File: config.mk
export PLATFORM = sky130hd
export DESIGN_NAME = xtal_strap_capture
export DESIGN_NICKNAME = d
export VERILOG_FILES = /design/src/rtl/xtal_strap_pkg.sv /design/src/rtl/strap_sync.sv /design/src/rtl/strap_timer.sv /design/src/rtl/strap_decode.sv /design/src/rtl/xtal_strap_capture.sv
export SDC_FILE = /design/constraint.sdc
export NUM_CORES = 1
export LEC_CHECK = 0
export BUFFER_PORTS_ARGS = -buffer_cell sky130_fd_sc_hd__buf_2
export CORE_AREA = 2 2 52 54
export DETAILED_ROUTE_END_ITERATION = 12
export DIE_AREA = 0 0 54 56
export PLACE_DENSITY = 0.68
export SETUP_SLACK_MARGIN = 0.2
export SKIP_CTS_REPAIR_TIMING = 1
export SLEW_MARGIN = 15
export SYNTH_ARGS = -nofsm -noshare
export SYNTH_HDL_FRONTEND = slang
export SYNTH_SLANG_ARGS = --single-unit
File: constraint.sdc
create_clock -name clk -period 1.5 [get_ports clk]
set_input_delay 0 -clock clk [delete_from_list [all_inputs] [get_ports clk]]
set_output_delay 0 -clock clk [all_outputs]
set_load 0.01 [all_outputs]
File: src/rtl/xtal_strap_pkg.sv
package xtal_strap_pkg;
   typedef enum logic [1:0] {
      FQ_NONE = 2'd0,
      FQ_20M  = 2'd1,
      FQ_40M  = 2'd2,
      FQ_25M  = 2'd3
   } freq_e;
endpackage

File: src/rtl/strap_sync.sv
module strap_sync #(
   parameter int WIDTH  = 2,
   parameter int STAGES = 2
) (
   input  logic             clk,
   input  logic             rst_n,
   input  logic [WIDTH-1:0] d_i,
   output logic [WIDTH-1:0] q_o
);
   logic [WIDTH-1:0] stage_q [STAGES];

   for (genvar s = 0; s < STAGES; s++) begin : g_stage
      if (s == 0) begin : g_first
         always_ff @(posedge clk or negedge rst_n) begin
            if (!rst_n) stage_q[s] <= '0;
            else        stage_q[s] <= d_i;
         end
      end else begin : g_next
         always_ff @(posedge clk or negedge rst_n) begin
            if (!rst_n) stage_q[s] <= '0;
            else        stage_q[s] <= stage_q[s-1];
         end
      end
   end

   assign q_o = stage_q[STAGES-1];
endmodule

File: src/rtl/strap_timer.sv
module strap_timer #(
   parameter int DELAY_CYCLES = 62400
) (
   input  logic clk,
   input  logic rst_n,
   output logic fire_o,
   output logic done_o
);
   localparam int CW = $clog2(DELAY_CYCLES + 1);
   localparam logic [CW-1:0] LAST = CW'(DELAY_CYCLES - 1);

   logic [CW-1:0] cnt_q;
   logic          done_q;

   assign fire_o = !done_q && (cnt_q == LAST);
   assign done_o = done_q;

   always_ff @(posedge clk or negedge rst_n) begin
      if (!rst_n) begin
         cnt_q  <= '0;
         done_q <= 1'b0;
      end else if (!done_q) begin
         if (fire_o) done_q <= 1'b1;
         else        cnt_q  <= cnt_q + 1'b1;
      end
   end

   assert_fire_once_R2: assert property (@(posedge clk) disable iff (!rst_n)
      fire_o |=> (done_q && !fire_o));
   assert_cnt_bound_R2: assert property (@(posedge clk) disable iff (!rst_n)
      !done_q |-> (cnt_q <= LAST));
endmodule

File: src/rtl/strap_decode.sv
module strap_decode
   import xtal_strap_pkg::*;
#(
   parameter int PIN_COUNT = 2
) (
   input  logic                 valid_i,
   input  logic [PIN_COUNT-1:0] code_i,
   output freq_e                freq_o,
   output logic                 err_o
);
   if (PIN_COUNT == 2) begin : g_two_pin
      always_comb begin
         freq_o = FQ_NONE;
         err_o  = 1'b0;
         if (valid_i) begin
            unique case (code_i)
               2'b01:   freq_o = FQ_20M;
               2'b10:   freq_o = FQ_40M;
               2'b11:   freq_o = FQ_25M;
               default: err_o  = 1'b1;
            endcase
         end
      end
   end else begin : g_one_pin
      always_comb begin
         err_o  = 1'b0;
         freq_o = FQ_NONE;
         if (valid_i) freq_o = code_i[0] ? FQ_25M : FQ_40M;
      end
   end
endmodule

File: src/rtl/xtal_strap_capture.sv
module xtal_strap_capture
   import xtal_strap_pkg::*;
#(
   parameter int PIN_COUNT    = 2,
   parameter int SYNC_STAGES  = 2,
   parameter int DELAY_CYCLES = 62400
) (
   input  logic                 clk,
   input  logic                 rst_n,
   input  logic [PIN_COUNT-1:0] strap_pins,
   output logic [PIN_COUNT-1:0] strap_code,
   output logic [1:0]           freq_sel,
   output logic                 strap_err,
   output logic                 strap_ready,
   output logic                 led_oe
);
   if (PIN_COUNT != 1 && PIN_COUNT != 2) begin : g_bad_pins
      $error("PIN_COUNT must be 1 or 2");
   end
   if (SYNC_STAGES < 2) begin : g_bad_sync
      $error("SYNC_STAGES must be at least 2");
   end
   if (DELAY_CYCLES < SYNC_STAGES + 1) begin : g_bad_delay
      $error("DELAY_CYCLES must exceed SYNC_STAGES");
   end

   logic [PIN_COUNT-1:0] pins_sync;
   logic                 fire, done;
   logic [PIN_COUNT-1:0] code_q;
   logic                 oe_q;
   freq_e                freq;
   logic                 err;

   strap_sync #(.WIDTH(PIN_COUNT), .STAGES(SYNC_STAGES)) u_sync (
      .clk(clk), .rst_n(rst_n), .d_i(strap_pins), .q_o(pins_sync));

   strap_timer #(.DELAY_CYCLES(DELAY_CYCLES)) u_timer (
      .clk(clk), .rst_n(rst_n), .fire_o(fire), .done_o(done));

   always_ff @(posedge clk or negedge rst_n) begin
      if (!rst_n) begin
         code_q <= '0;
         oe_q   <= 1'b0;
      end else if (fire) begin
         code_q <= pins_sync;
         oe_q   <= 1'b1;
      end
   end

   strap_decode #(.PIN_COUNT(PIN_COUNT)) u_dec (
      .valid_i(done), .code_i(code_q), .freq_o(freq), .err_o(err));

   assign strap_code  = code_q;
   assign freq_sel    = freq;
   assign strap_err   = err;
   assign strap_ready = done && !err;
   assign led_oe      = oe_q;

   assert_hold_code_R6: assert property (@(posedge clk) disable iff (!rst_n)
      $past(oe_q) |-> $stable(code_q));
   assert_err_not_ready_R5: assert property (@(posedge clk) disable iff (!rst_n)
      strap_err |-> (!strap_ready && freq_sel == 2'd0));
   assert_quiet_before_R7: assert property (@(posedge clk) disable iff (!rst_n)
      !oe_q |-> (code_q == '0 && !strap_ready && !strap_err));
   assert_oe_sticky_R7: assert property (@(posedge clk) disable iff (!rst_n)
      $past(oe_q) |-> oe_q);
   assert_ready_freq_R4: assert property (@(posedge clk) disable iff (!rst_n)
      strap_ready |-> (freq_sel != 2'd0));
endmodule

## Word level (Yosys, flattened, before mapping)

Cells that the tools add are included.

| operators by class | value |
|---|---|
| reduce and logical (&&, ||, !) cells | 6 |
| eq/ne operators | 4 |
| mux-type cells | 6 |
| bitwise gates (word level) | 2 |
| add/subtract/negate cells | 1 |

Operators by type and width:

| cell | count |
|---|---|
| 16-bit by 1-bit adder with 16-bit output, second input constant | 1 |
| 16-bit == test, second input constant | 1 |
| 2-bit case mux with 3 select lines | 1 |
| 2-bit == test, second input constant | 2 |
| 1-bit 2-to-1 mux | 4 |
| 3-bit OR reduction | 1 |
| 2-bit by 1-bit == test with 1-bit output, second input constant | 1 |
| 1-bit logical AND | 2 |
| 1-bit logical NOT | 2 |
| 2-bit 2-to-1 mux | 1 |
| 1-bit NOT | 2 |
| 2-bit AND reduction | 1 |

| word-level totals | value |
|---|---|
| register bits | 24 |
| word-level logic and storage cells | 25 |
| output and inout port bits | 7 |

## Depth between registers and ports, before layout

| logic depth | value |
|---|---|
| depth in word-level cells | 6 |
| gate-level depth with buffers | 5 |

## Cells and area by module

A second synthesis with hierarchy kept.

| unflattened totals | value |
|---|---|
| cells, all modules | 92 |
| area total of the unflattened synthesis | 1102.3 um^2 |

Modules (own cells, without submodules):

| module | area each (um^2) | times used | cells an instance |
|---|---|---|---|
| strap_timer | 850.8 | 1 | 76 |
| strap_sync | 115.1 | 1 | 6 |
| xtal_strap_capture | 110.1 | 1 | 7 |
| strap_decode | 26.3 | 1 | 3 |

## Worst setup path after synthesis

Ideal clock, no wire load.

| path | value |
|---|---|
| path type | register to register |
| start point | register u_timer.cnt_q[0] |
| end point | register u_timer.cnt_q[1] |
| cell stages (with the launch flop) | 6 |
| path buffers | 0 |
| path slack | -111 ps |
| data required time | 1375 ps |
| library setup time | 125 ps |
| clock period less this slack | 1611 ps |
| arrival | 1486 ps |
| cell sequence | dfrtp_1 ha_1 and2b_2 and4_2 a21oi_4 mux2_2 |

| on the way | value |
|---|---|
| longest elaborated chain between the ends | 4 |
| elaborated cells between the ends (all ways) | 5 |
| classes of those cells | add/sub: 1; eq/ne: 1; bitwise: 1; reduce/logical: 2 |

RTL lines:

| what | RTL line | source |
|---|---|---|
| start: declaration | strap_timer.sv:12 | `logic [CW-1:0] cnt_q;` |
| start signal: assignment | strap_timer.sv:24 | `else cnt_q <= cnt_q + 1'b1;` |
| branches (longest 4 deep; another with 16-bit by 1-bit adder with 16-bit output) | -- |  |

Parallel ways; which one is timed is not known.
A chain may end at the register's enable or synchronous reset.

## Worst setup path in the final report

| path | value |
|---|---|
| start point | register u_timer.cnt_q[0] |
| end point | register code_q[1], in the netlist strap_code[1] |

| on the way | value |
|---|---|
| longest elaborated chain between the ends | 2 |

RTL lines:

| what | RTL line | source |
|---|---|---|
| 16-bit == test | strap_timer.sv:15 | `assign fire_o = !done_q && (cnt_q == LAST);` |
| 1-bit logical AND | strap_timer.sv:15 |  |
| end signal: assignment | xtal_strap_capture.sv:45 | `code_q <= pins_sync;` |
| end: declaration | xtal_strap_capture.sv:29 | `logic [PIN_COUNT-1:0] code_q;` |

Every way passes these cells.

==> flow_metrics.env <==
export IMPL_status="finished, violations left"
export IMPL_violations="negative setup slack"
export IMPL_syn_inst=91
export IMPL_drv_slew=0
export IMPL_antenna_cells=0
export IMPL_fp_dieH_um=56
export IMPL_r2r_slack_ns=-0.14
export IMPL_fmax_ghz=0.608
export IMPL_avgSynthCellArea_um2=11.9
export IMPL_synth_area_mm2=0.00108
export IMPL_cts_htree_levels=1
export IMPL_hold_violations=0
export IMPL_drc_errors=0
export IMPL_port_buffers=10
export IMPL_clock_skew_final_ns=0.0107
export IMPL_hold_path_class="input port to asynchronous set/reset pin"
export IMPL_min_period_over_period=1.10
export IMPL_gr_total_overflow=0
export IMPL_die_x_um=54
export IMPL_critical_path_cell_chain="ha_2 -> and2b_2 -> nand4_1 -> nor3_4 -> mux2_2"
export IMPL_gr_usage_all_layers=0.162
export IMPL_final_cell_mix="dfrtp_1 (22), buf_4 (15), buf_2 (9)"
export IMPL_synth_seq_cells=24
export IMPL_wl_per_cell_um=14.5
export IMPL_power_leakage_nw=0.752
export IMPL_fin_nets=134
export IMPL_dpl_hpwl_um=1450
export IMPL_worst_endpoint_arrival_ns=1.88
export IMPL_start_kind="flip-flop"
export IMPL_vias_per_cell=5.14
export IMPL_cts_buffer_depth=2
export IMPL_postRouteWirelength_um=2290
export IMPL_post_route_util=0.637
export IMPL_fin_hold_ws_ns=0.164
export IMPL_dp_cells=142
export IMPL_coreArea_mm2=0.00243
export IMPL_drt_initial_drc_count=2
export IMPL_io_pins=11
export IMPL_finalNonFillerCells=158
export IMPL_drive_gt1_frac=0.570
export IMPL_cts_root_buf="clkbuf_4"
export IMPL_syn2layout_area_growth_pct=43.5
export IMPL_slowest_delay_ns=0.40
export IMPL_clk_latency_ns=0.33
export IMPL_critical_path_class="flip-flop to flip-flop"
export IMPL_rsz0062_at_grt="true"
export IMPL_final_common_cell="dfrtp_1"
export IMPL_first_pass_iters=3
export IMPL_ys_types=28
export IMPL_initial_core_util=0.444
export IMPL_ant_nets=0
export IMPL_powerDensity_mw_per_mm2=744
export IMPL_cts_sinks=24
export IMPL_placementRows=18
export IMPL_vdd_ir_drop_max_v=0.000647
export IMPL_first_global_vias=778
export IMPL_setup_ws_ns=-0.145
export IMPL_cpMaxStageDelayCell="dfrtp_1"
export IMPL_crit_fanout=3
export IMPL_tightest_slew_ns=0.533
export IMPL_slew_headroom=0.645
export IMPL_dieArea_mm2=0.00302
export IMPL_seq_area_frac_synth=0.556
export IMPL_cts_buffers=3
export IMPL_crit_required_ns=1.73
export IMPL_vias=812
export IMPL_max_cap_violations=0
export IMPL_place_congestion=0.725
export IMPL_finalSetupViolations=4
export IMPL_cts_tree="done"
export IMPL_grt_max_degree=25
export IMPL_antenna_found_initial=0
export IMPL_synth_nets=96
export IMPL_clk_pin_slew_ns=0.14
export IMPL_finalCriticalPeriod_ns=1.64
export IMPL_grt_pass1_wl_um=3510
export IMPL_synth_warnings=0
export IMPL_cp_end_kind="flip-flop"
## worst max-delay path, delay by kind of cell (launching register included)
kind / cells / cell delay (ns)
fa+ha+maj: 1 / 0.20
flops: 1 / 0.40
mux: 1 / 0.36
simple gates: 3 / 0.59
## registers in the layout, indices dropped and copies added, names as in the netlist
name and cells:
u_timer.cnt_q 16, u_sync.q_o 2, u_timer.done_o 1, strap_code 2, led_oe 1, u_sync.stage_q 2
## power breakdown
| group | switching (mW) | leakage [nW] | internal [mW] |
|---|---|---|---|
| logic | 0.0134 | 0.416 | 0.00781 |
| registers | 0.00137 | 0.308 | 0.652 |
| clock network | 0.207 | 0.0279 | 0.270 |
| total | 0.222 | 0.752 | 0.931 |
## worst paths after layout
kind,startpoint,endpoint,cells after the start
max in group asynchronous,rst_n,u_timer.done_o,2
min reg2reg,u_sync.stage_q[2],u_sync.q_o[0],0
max reg2reg,u_timer.cnt_q[0],strap_code[1],5
min,rst_n,strap_code[0],2
min in group clk,strap_pins[0],u_sync.stage_q[2],2
max,u_timer.cnt_q[0],strap_code[1],5
## Yosys cell counts
cell      number  share of area
nor3_1         3          0.014
xor2_1         6          0.049
nor2b_1        1         0.0058
xnor2_1        5          0.041
inv_1          2         0.0070
and3b_1        1         0.0081
mux2i_1        1         0.0093
nand4_1        1         0.0058
and3_1         1         0.0058
nor2_1         7          0.024
mux2_2         3          0.031
dfrtp_1       24           0.56
a21oi_1        4          0.019
o21ai_0        2         0.0093
ha_1           1          0.012
and2b_2        1         0.0081
a21oi_4        1          0.015
and4b_2        1          0.010
nor3b_1        1         0.0070
and2_1         5          0.029
nand2_1        6          0.021
nor4_4         1          0.020
and4_2         1         0.0093
nand3_1        6          0.028
or2_2          2          0.012
and3_2         2          0.014
nand4_4        1          0.020
and4bb_2       1          0.012
## layout make-up
type | count | area (um2)
fill | 180 | 883
sequential | 24 | 603
multi-input combinational | 65 | 593
timing repair buffer | 33 | 255
tap | 30 | 37.5
clock inverter | 1 | 30.0
clock buffer | 3 | 22.5
inverter | 2 | 7.51
## cell families (layout without fill, tap and decap cells)
kind of cell | Yosys count | count (layout) | share of synthesized area
mux | 4 | 4 | 0.0406
buf+inv | 2 | 39 | 0.00696
flops | 24 | 24 | 0.556
fa+ha+maj | 1 | 1 | 0.0116
simple gates | 42 | 42 | 0.253
xor+xnor | 11 | 11 | 0.0892
compound gates | 7 | 7 | 0.0429
## stage by stage
| step | total power, mW | worst slack [ns] | setup TNS, ns | area (um2) |
|---|---|---|---|---|
| after detailed placement | 0.683 | -0.0400 | -0.0867 | 1270 |
| after CTS | 1.15 | -0.0661 | -0.174 | 1320 |
| final | 1.15 | -0.145 | -0.349 | 1550 |
| after global placement | 0.682 | -0.0411 | -0.0811 | 1270 |
| after global routing | 1.18 | -0.217 | -0.801 | 1550 |
| after floorplan | 0.666 | 0.000818 | 0 | 1100 |
## routing by layer
layer | vias to the layer above | GRT usage | share of wire | wire length, um
li1 | 386 | - | - | -
met1 | 415 | 0.221 | 0.43 | 996
met2 | 6 | 0.239 | 0.53 | 1220
met3 | 5 | 0.0323 | 0.014 | 32
met4 | 0 | 0.0857 | 0.020 | 46
met5 | - | 0 | 0 | 0
(Power assumes the default switching activity.)
